File: src/rtl/dbgscan_pkg.sv
package dbgscan_pkg;
  localparam int SCAN_ADDR_W = 5;

  typedef struct packed {
    logic                   doShift;
    logic                   doCapture;
    logic                   doWrite;
    logic                   rdValid;
    logic                   rdIsComms;
    logic [SCAN_ADDR_W-1:0] wrAddr;
    logic [SCAN_ADDR_W-1:0] rdAddr;
  } scanCtl_t;
endpackage

File: src/rtl/dbgscan_ctrl.sv
module dbgscan_ctrl
  import dbgscan_pkg::*;
#(
  parameter int NUM_REGS  = 8,
  parameter int DATA_ADDR = 5
) (
  input  logic                   clk,
  input  logic                   rstN,
  input  logic                   shiftEn,
  input  logic                   captureEn,
  input  logic                   updateEn,
  input  logic [SCAN_ADDR_W-1:0] scanAddr,
  input  logic                   scanWr,
  output scanCtl_t               ctl
);
  localparam logic [SCAN_ADDR_W:0]   NUM_L  = (SCAN_ADDR_W+1)'(NUM_REGS);
  localparam logic [SCAN_ADDR_W-1:0] DATA_A = SCAN_ADDR_W'(DATA_ADDR);

  logic [SCAN_ADDR_W-1:0] lastAddr;
  logic                   scanAddrOk;

  always_ff @(posedge clk or negedge rstN) begin
    if (!rstN) lastAddr <= '0;
    else if (updateEn) lastAddr <= scanAddr;
  end

  assign scanAddrOk = ({1'b0, scanAddr} < NUM_L);

  always_comb begin
    ctl.doShift   = shiftEn;
    ctl.doCapture = captureEn;
    ctl.doWrite   = updateEn && scanWr && scanAddrOk;
    ctl.wrAddr    = scanAddr;
    ctl.rdAddr    = lastAddr;
    ctl.rdValid   = ({1'b0, lastAddr} < NUM_L);
    ctl.rdIsComms = (lastAddr == DATA_A);
  end

  // the TAP state machine never raises two strobes together
  a_r2_strobes_exclusive: assert property (@(posedge clk) disable iff (!rstN)
    $onehot0({shiftEn, captureEn, updateEn}));

  // the read address is taken from the address field at update
  a_r5_rdaddr_from_update: assert property (@(posedge clk) disable iff (!rstN)
    updateEn |=> ctl.rdAddr == $past(scanAddr));
endmodule

File: src/rtl/dbgscan_dp.sv
module dbgscan_dp
  import dbgscan_pkg::*;
#(
  parameter int DATA_W    = 32,
  parameter int NUM_REGS  = 8,
  parameter int CTRL_ADDR = 4,
  parameter int DATA_ADDR = 5
) (
  input  logic                         clk,
  input  logic                         rstN,
  input  logic                         tdi,
  input  scanCtl_t                     ctl,
  input  logic                         coreWr,
  input  logic [DATA_W-1:0]            coreData,
  output logic [SCAN_ADDR_W-1:0]       scanAddr,
  output logic                         scanWr,
  output logic                         tdo,
  output logic [NUM_REGS*DATA_W-1:0]   regsOut
);
  localparam int SCAN_W = DATA_W + SCAN_ADDR_W + 1;
  localparam int A_LO   = DATA_W;
  localparam int A_HI   = DATA_W + SCAN_ADDR_W - 1;
  localparam int RW_B   = SCAN_W - 1;
  localparam int IDX_W  = $clog2(NUM_REGS);

  logic [SCAN_W-1:0]                scanQ;
  logic [NUM_REGS-1:0][DATA_W-1:0]  bankQ;
  logic [DATA_W-1:0]                rdData;
  logic [SCAN_ADDR_W-1:0]           capAddr;
  logic                             validBit;

  assign validBit = bankQ[CTRL_ADDR][0];
  assign rdData   = ctl.rdValid ? bankQ[ctl.rdAddr[IDX_W-1:0]] : '0;

  always_comb begin
    capAddr = ctl.rdAddr;
    if (ctl.rdIsComms) capAddr[0] = validBit;
  end

  // shift path: capture has priority, tdi enters at the flag end
  always_ff @(posedge clk or negedge rstN) begin
    if (!rstN) scanQ <= '0;
    else if (ctl.doCapture) scanQ <= {1'b0, capAddr, rdData};
    else if (ctl.doShift) scanQ <= {tdi, scanQ[SCAN_W-1:1]};
  end

  assign tdo      = scanQ[0];
  assign scanAddr = scanQ[A_HI:A_LO];
  assign scanWr   = scanQ[RW_B];

  // register bank; the core-side events are applied last and win
  always_ff @(posedge clk or negedge rstN) begin
    if (!rstN) bankQ <= '0;
    else begin
      for (int g = 0; g < NUM_REGS; g++) begin
        if (ctl.doWrite && ctl.wrAddr == SCAN_ADDR_W'(g))
          bankQ[g] <= scanQ[DATA_W-1:0];
        if (g == DATA_ADDR && coreWr)
          bankQ[g] <= coreData;
        if (g == CTRL_ADDR) begin
          if (ctl.doCapture && ctl.rdIsComms) bankQ[g][0] <= 1'b0;
          if (coreWr) bankQ[g][0] <= 1'b1;
        end
      end
    end
  end

  for (genvar g = 0; g < NUM_REGS; g++) begin : g_out
    assign regsOut[g*DATA_W +: DATA_W] = bankQ[g];
  end

  a_r2_shift_step: assert property (@(posedge clk) disable iff (!rstN)
    ctl.doShift |=> scanQ[SCAN_W-2:0] == $past(scanQ[SCAN_W-1:1]));

  a_r3_write_lands: assert property (@(posedge clk) disable iff (!rstN)
    ctl.doWrite && !coreWr |=>
      bankQ[$past(ctl.wrAddr[IDX_W-1:0])] == $past(scanQ[DATA_W-1:0]));

  a_r4_bank_holds: assert property (@(posedge clk) disable iff (!rstN)
    !ctl.doWrite && !coreWr && !(ctl.doCapture && ctl.rdIsComms) |=> $stable(bankQ));

  a_r5_capture_flag_zero: assert property (@(posedge clk) disable iff (!rstN)
    ctl.doCapture |=> !scanQ[RW_B]);

  a_r6_status_in_addr: assert property (@(posedge clk) disable iff (!rstN)
    ctl.doCapture && ctl.rdIsComms |=> scanQ[A_LO] == $past(validBit));

  a_r7_unimpl_zero: assert property (@(posedge clk) disable iff (!rstN)
    ctl.doCapture && !ctl.rdValid |=> scanQ[DATA_W-1:0] == '0);

  a_r8_valid_set: assert property (@(posedge clk) disable iff (!rstN)
    coreWr |=> validBit);

  a_r8_valid_clear: assert property (@(posedge clk) disable iff (!rstN)
    ctl.doCapture && ctl.rdIsComms && !coreWr |=> !validBit);
endmodule

File: src/rtl/dbgscan_port.sv
module dbgscan_port
  import dbgscan_pkg::*;
#(
  parameter int DATA_W    = 32,
  parameter int NUM_REGS  = 8,
  parameter int CTRL_ADDR = 4,
  parameter int DATA_ADDR = 5
) (
  input  logic                       clk,
  input  logic                       rstN,
  input  logic                       tdi,
  input  logic                       shiftEn,
  input  logic                       captureEn,
  input  logic                       updateEn,
  input  logic                       coreWr,
  input  logic [DATA_W-1:0]          coreData,
  output logic                       tdo,
  output logic [NUM_REGS*DATA_W-1:0] regsOut
);
  scanCtl_t               ctl;
  logic [SCAN_ADDR_W-1:0] scanAddr;
  logic                   scanWr;

  dbgscan_ctrl #(
    .NUM_REGS (NUM_REGS),
    .DATA_ADDR(DATA_ADDR)
  ) u_ctrl (
    .clk      (clk),
    .rstN     (rstN),
    .shiftEn  (shiftEn),
    .captureEn(captureEn),
    .updateEn (updateEn),
    .scanAddr (scanAddr),
    .scanWr   (scanWr),
    .ctl      (ctl)
  );

  dbgscan_dp #(
    .DATA_W   (DATA_W),
    .NUM_REGS (NUM_REGS),
    .CTRL_ADDR(CTRL_ADDR),
    .DATA_ADDR(DATA_ADDR)
  ) u_dp (
    .clk     (clk),
    .rstN    (rstN),
    .tdi     (tdi),
    .ctl     (ctl),
    .coreWr  (coreWr),
    .coreData(coreData),
    .scanAddr(scanAddr),
    .scanWr  (scanWr),
    .tdo     (tdo),
    .regsOut (regsOut)
  );
endmodule

File: config.mk
export PLATFORM = sky130hd
export DESIGN_NAME = dbgscan_port
export DESIGN_NICKNAME = d
export VERILOG_FILES = /design/src/rtl/dbgscan_pkg.sv /design/src/rtl/dbgscan_ctrl.sv /design/src/rtl/dbgscan_dp.sv /design/src/rtl/dbgscan_port.sv
export SDC_FILE = /design/constraint.sdc
export NUM_CORES = 1
export LEC_CHECK = 0
export BUFFER_PORTS_ARGS = -buffer_cell sky130_fd_sc_hd__clkbuf_2
export CORE_MARGIN = 1.5
export CORE_UTILIZATION = 59
export DETAILED_ROUTE_END_ITERATION = 8
export GPL_ROUTABILITY_DRIVEN = 0
export PLACE_DENSITY = 0.86
export REMOVE_ABC_BUFFERS = 1
export SETUP_SLACK_MARGIN = 0.05
export SYNTH_ARGS = -nofsm -noshare
export SYNTH_HDL_FRONTEND = slang
export SYNTH_SLANG_ARGS = --single-unit
File: constraint.sdc
create_clock -name clk -period 5.75 [get_ports clk]
set_clock_uncertainty 0.05 [all_clocks]
set_input_delay 0.575 -clock clk [delete_from_list [all_inputs] [get_ports clk]]
set_output_delay 0.575 -clock clk [all_outputs]
set_load 0.005 [all_outputs]
### Word-level counts from Yosys, hierarchy flattened

Cells that the tools add are included.

* magnitude comparators: 3
* reduce and logical (&&, ||, !) cells: 15
* muxes and demuxes: 11
* equal/unequal tests: 8

Operators with widths (count)
* $mux 32: 4
* $bmux 32 s3: 1
* $mux 38: 2
* $eq 5x3->1 const B: 5
* $logic_and 1x1->1: 11
* $eq 5x2->1 const B: 2
* $lt 5x4->1 const B: 2
* $eq 5x1->1 const B: 1
* $logic_not 5->1: 1
* $lt 3x4->1 const B: 1
* $mux 1: 4
* $reduce_bool 2->1: 2
* $reduce_bool 3->1: 1

* output and inout port bits: 257
* word-level logic and storage cells: 48
* flip-flop bits (word level): 299
* input bits: 39

### Longest topological paths before layout

* word-level depth: 6
* mapped depth: 7
* depth with buffers taken out: 4

### Cells and area by module

From an unflattened synthesis, not the netlist that was laid out.

* cells, all modules: 1147
* area total of the unflattened synthesis: 13678.1 um2

Modules (own cells, without submodules)
* dbgscan_dp: seq. area each 7357.1 um2, cells each 1125, area an instance 13391.6 um2, instances 1
* dbgscan_ctrl: seq. area each 125.1 um2, cells each 22, area an instance 286.5 um2, instances 1

### Least setup slack after synthesis

OpenSTA, ideal clock, no wires.

* path type: input-to-reg
* from: in updateEn
* to: reg u_dp.bankQ (netlist bit u_dp.regsOut[65])
* path slack: 3.792 ns
* library setup time: 0.125 ns
* stages: 6
* buffers on the path: 2
* required time: 5.575 ns
* arrival: 1.783 ns
* path through: and4bb_1 > buf_2 > nand2b_4 > nor3b_4 > buf_6 > mux2_2

* longest elaborated chain between the ends: 3

Ends and longest elaborated chain
* start: declaration: line dbgscan_port.sv:14 `input logic updateEn,`
* $logic_and 1x1->1 (2 in series): line dbgscan_ctrl.sv:32 `ctl.doWrite = updateEn && scanWr && scanAddrOk;`
* $logic_and 1x1->1: line dbgscan_dp.sv:56 `if (ctl.doWrite && ctl.wrAddr == SCAN_ADDR_W'(g))`
* end signal: indexed assignment: line dbgscan_dp.sv:57 `bankQ[g] <= scanQ[DATA_W-1:0];`
* end signal: indexed assignment: line dbgscan_dp.sv:59 `bankQ[g] <= coreData;`
* end: declaration: line dbgscan_dp.sv:27 `logic [NUM_REGS-1:0][DATA_W-1:0] bankQ;`

No other way between the ends.
A chain may end at the register's enable or synchronous reset.

### Final worst setup path

* from: reg u_ctrl.lastAddr[1]
* to: reg u_dp.scanQ[15]

* longest elaborated chain between the ends: 4
* elaborated cells on any way between the ends: 5
* classes of those cells: 1 x order compare; 4 x mux

Ends and longest elaborated chain
* start: declaration: line dbgscan_ctrl.sv:19 `logic [SCAN_ADDR_W-1:0] lastAddr;`
* start signal: assignment: line dbgscan_ctrl.sv:24 `else if (updateEn) lastAddr <= scanAddr;`
* $bmux 32 s3: line dbgscan_dp.sv:33 `assign rdData = ctl.rdValid ? bankQ[ctl.rdAddr[IDX_W-1:0]] : '0;`
* $mux 32 (implied by the code): line dbgscan_dp.sv:33
* $mux 32 (*): line dbgscan_dp.sv:33
* $mux 38 (*): line dbgscan_dp.sv:43 `else if (ctl.doCapture) scanQ <= {1'b0, capAddr, rdData};`
* end signal: assignment: line dbgscan_dp.sv:43
* end signal: assignment: line dbgscan_dp.sv:44 `else if (ctl.doShift) scanQ <= {tdi, scanQ[SCAN_W-1:1]};`
* end: declaration: line dbgscan_dp.sv:26 `logic [SCAN_W-1:0] scanQ;`

Mark *: on every way between the ends. The rest lies on a longest branch, timed or not. The select of a mux whose other input is x is not followed.

==> flow_metrics.env <==
export IMPL_status="completed"
export IMPL_reg2reg_depth=5
export IMPL_yosys_area_share_simple=0.0734
export IMPL_critPathLaunch="u_ctrl.lastAddr[1]$_DFFE_PN0P_"
export IMPL_cp_slowest_cell="buf_4"
export IMPL_relSlewSlack=0.151
export IMPL_cts_max_level=1
export IMPL_design_core_area_um2=22600
export IMPL_synth_compound_area_frac=0.105
export IMPL_synth_edf_count=0
export IMPL_synth_distinct_cells=38
export IMPL_overflow=0
export IMPL_pwr_share_comb=0.238
export IMPL_syn_inst=1210
export IMPL_leakagePower_nw=8.12
export IMPL_power_frac_clock=0.300
export IMPL_drt_pass1_iterations=7
export IMPL_slew_viol_final=0
export IMPL_setup_worst_path_class="flip-flop to flip-flop"
export IMPL_hold_buffers=0
export IMPL_num_vias=11100
export IMPL_synthXorXnorAreaFrac=0
export IMPL_seqCellArea_um2=7490
export IMPL_synth_area_leaders="dfrtp_1, mux2i_1, mux2_2"
export IMPL_cp_required_ps=6130
export IMPL_multi_input_area_um2=5640
export IMPL_max_stage_delay_ps=890
export IMPL_port_buffers=295
export IMPL_rows=55
export IMPL_grt_antenna_before_repair=0
export IMPL_placedCellCount=1723
export IMPL_syn_to_final_growth_pct=18.7
export IMPL_syn_avg_cell_area_um2=11.3
export IMPL_total_power_w=0.00632
export IMPL_crit_buf_inv=1
export IMPL_synth_area_mux_share=0.234
export IMPL_seq_area_frac_synth=0.548
export IMPL_r2r_slack_ps=3030
export IMPL_endpoint="u_dp.scanQ[15]$_DFFE_PN0P_"
export IMPL_setup_violations=0
export IMPL_post_cts_buffers=0
export IMPL_path_depth=5
export IMPL_drive_gt1_frac=0.342
export IMPL_synth_largest_area_cell="dfrtp_1"
export IMPL_critPathMaxFanout=52
export IMPL_internal_power_w=0.00425
export IMPL_drt_initial_drc_count=884
export IMPL_asyncSetResetFlopFracSynth=1.00
export IMPL_io_pins=296
export IMPL_die_area_um2=24100
export IMPL_drcViolationCount=0
export IMPL_synth_top_family_by_area="multiplexers"
export IMPL_die_width_um=155
export IMPL_rsz0062_at_grt="no"
export IMPL_avgRoutedWirePerCell_um=23.4
export IMPL_cts_sinks=299
export IMPL_grt_pass1_vias=11200
export IMPL_final_cell_count_no_fill=1773
export IMPL_fin_area_um2=16200
export IMPL_grt_pass1_wl_um=64000
export IMPL_min_period_ps=2720
export IMPL_tns_ps=0
export IMPL_netlist_area_leader_share=0.548
export IMPL_start_util=0.603
export IMPL_cts_tree="yes"
export IMPL_netlist_area_um2=13600
export IMPL_ant_nets=0
export IMPL_yosys_warnings=0
export IMPL_fp_dieH_um=155
export IMPL_fmax_mhz=368
export IMPL_p_per_area_nw_per_um2=390
export IMPL_critPathLaunchType="flip-flop"
export IMPL_switching_power_w=0.00207
export IMPL_hold_viol_final=0
export IMPL_vias_per_cell=6.28
export IMPL_crit_chain="buf_4, mux4_2, nor2_1, nor3_1, o22a_1"
export IMPL_nets=1510
export IMPL_synthFlopType="dfrtp_1"
export IMPL_crit_family="buffers and inverters"
export IMPL_swShare=0.328
export IMPL_nFillCells=1556
export IMPL_hold_class="primary input to async pin"
export IMPL_dpl_cell_area_um2=15300
export IMPL_fin_util=0.716
export IMPL_seqPwrFrac=0.462
export IMPL_routed_wl_um=41500
export IMPL_cap_violations=0
export IMPL_timing_worst_slew_pin_value_ps=1270
export IMPL_synth_seq_cells=299
export IMPL_grt_start_max_net_pins=125
export IMPL_post_cts_resized=0
export IMPL_fin_crit_sh=0.473
export IMPL_rr_startpoint="u_ctrl.lastAddr[1]$_DFFE_PN0P_"
export IMPL_clk_latency_ps=540
export IMPL_irDropWorstVdd_mv=0.246
export IMPL_diodes=0
export IMPL_synth_most_common_cell="dfrtp_1"
export IMPL_track_usage=0.346
export IMPL_clk_pin_slew_ps=60
export IMPL_hpwlAfterDp_um=26600
export IMPL_critPathArrivalTime_ps=3100
export IMPL_r2r_end="u_dp.scanQ[15]$_DFFE_PN0P_"
export IMPL_clockBufferDepth=3
export IMPL_cp_end_kind="flip-flop"
export IMPL_root_buffer="clkbuf_16"
export IMPL_synthTopCellsByCount="dfrtp_1, mux2i_1, nand2_1"
export IMPL_cts_buffers=31
export IMPL_synthAdderAreaFrac=0
-- per-stage QoR --
stage                     hold WS, ps  setup slack, ps
after floorplan                   229             1160
after global placement            436             2890
after detailed placement          445             2780
after CTS                        97.1             3050
after global routing              139             2940
final                            63.8             3030
-- power by group through the flow --
stage / sequential [W] / combinational [W] / clock, W
final: 0.00292 / 0.00150 / 0.00190
after floorplan: 0.00285 / 0.000826 / 0
after detailed placement: 0.00294 / 0.00147 / 0
after global placement: 0.00292 / 0.00142 / 0
after CTS: 0.00291 / 0.00149 / 0.00190
after global routing: 0.00297 / 0.00162 / 0.00199
-- flip-flops by register name, summed over array words and instances, names as in the netlist --
signal           cells
u_dp.regsOut       256
u_ctrl.lastAddr      5
u_dp.scanQ          38
-- layout make-up --
| class | instances | area share |
|---|---|---|
| Clock inverter | 13 | 0.00726 |
| Multi-Input combinational cell | 790 | 0.348 |
| Inverter | 32 | 0.00741 |
| Timing Repair Buffer | 317 | 0.103 |
| Tap cell | 285 | 0.0220 |
| Sequential cell | 299 | 0.462 |
| Clock buffer | 37 | 0.0505 |
-- logic make-up (layout without fill, tap and decap cells) --
| group | Yosys count | count (layout) |
|---|---|---|
| and+or+nand+nor | 232 | 232 |
| buffers and inverters | 121 | 399 |
| DFF | 299 | 299 |
| AOI/OAI and AO/OA | 259 | 259 |
| muxes | 299 | 299 |
-- metal layers --
metal  GRT usage  vias to the layer above  wire, um  part of all wire
met5           0                        -         0                 0
met4       0.169                        0      1730             0.042
met3      0.0755                      145      3990             0.096
met2       0.556                      682     19700              0.47
met1       0.450                     5511     16100              0.39
li1            -                     4795         -                 -
-- cell usage in the layout, fill, tap and decap left out, drive strengths merged, types with 3 or more instances in the layout --
master,count
a31oi,12
a22oi,12
nor3,22
mux2i,158
nor2,49
mux2,139
dfrtp,299
o22ai,56
o21ai,129
nand2,144
inv,32
a21oi,45
buf,23
clkbuf,331
nand2b,3
clkinv,10
-- how the worst min path moves through the flow --
| stage | startpoint | to | slack (ps) | depth (start not counted) |
|---|---|---|---|---|
| after global routing | rstN | u_dp.regsOut[227]$_DFFE_PN0P_ | 140 | 1 |
| after detailed placement | u_dp.regsOut[155]$_DFFE_PN0P_ | u_dp.regsOut[155]$_DFFE_PN0P_ | 440 | 2 |
| after global placement | u_dp.regsOut[198]$_DFFE_PN0P_ | u_dp.regsOut[198]$_DFFE_PN0P_ | 440 | 2 |
| after CTS | rstN | u_dp.regsOut[227]$_DFFE_PN0P_ | 100 | 1 |
| after floorplan | rstN | u_ctrl.lastAddr[0]$_DFFE_PN0P_ | 230 | 0 |
| final | rstN | u_dp.regsOut[227]$_DFFE_PN0P_ | 60 | 1 |
(Power assumes the default switching activity.)
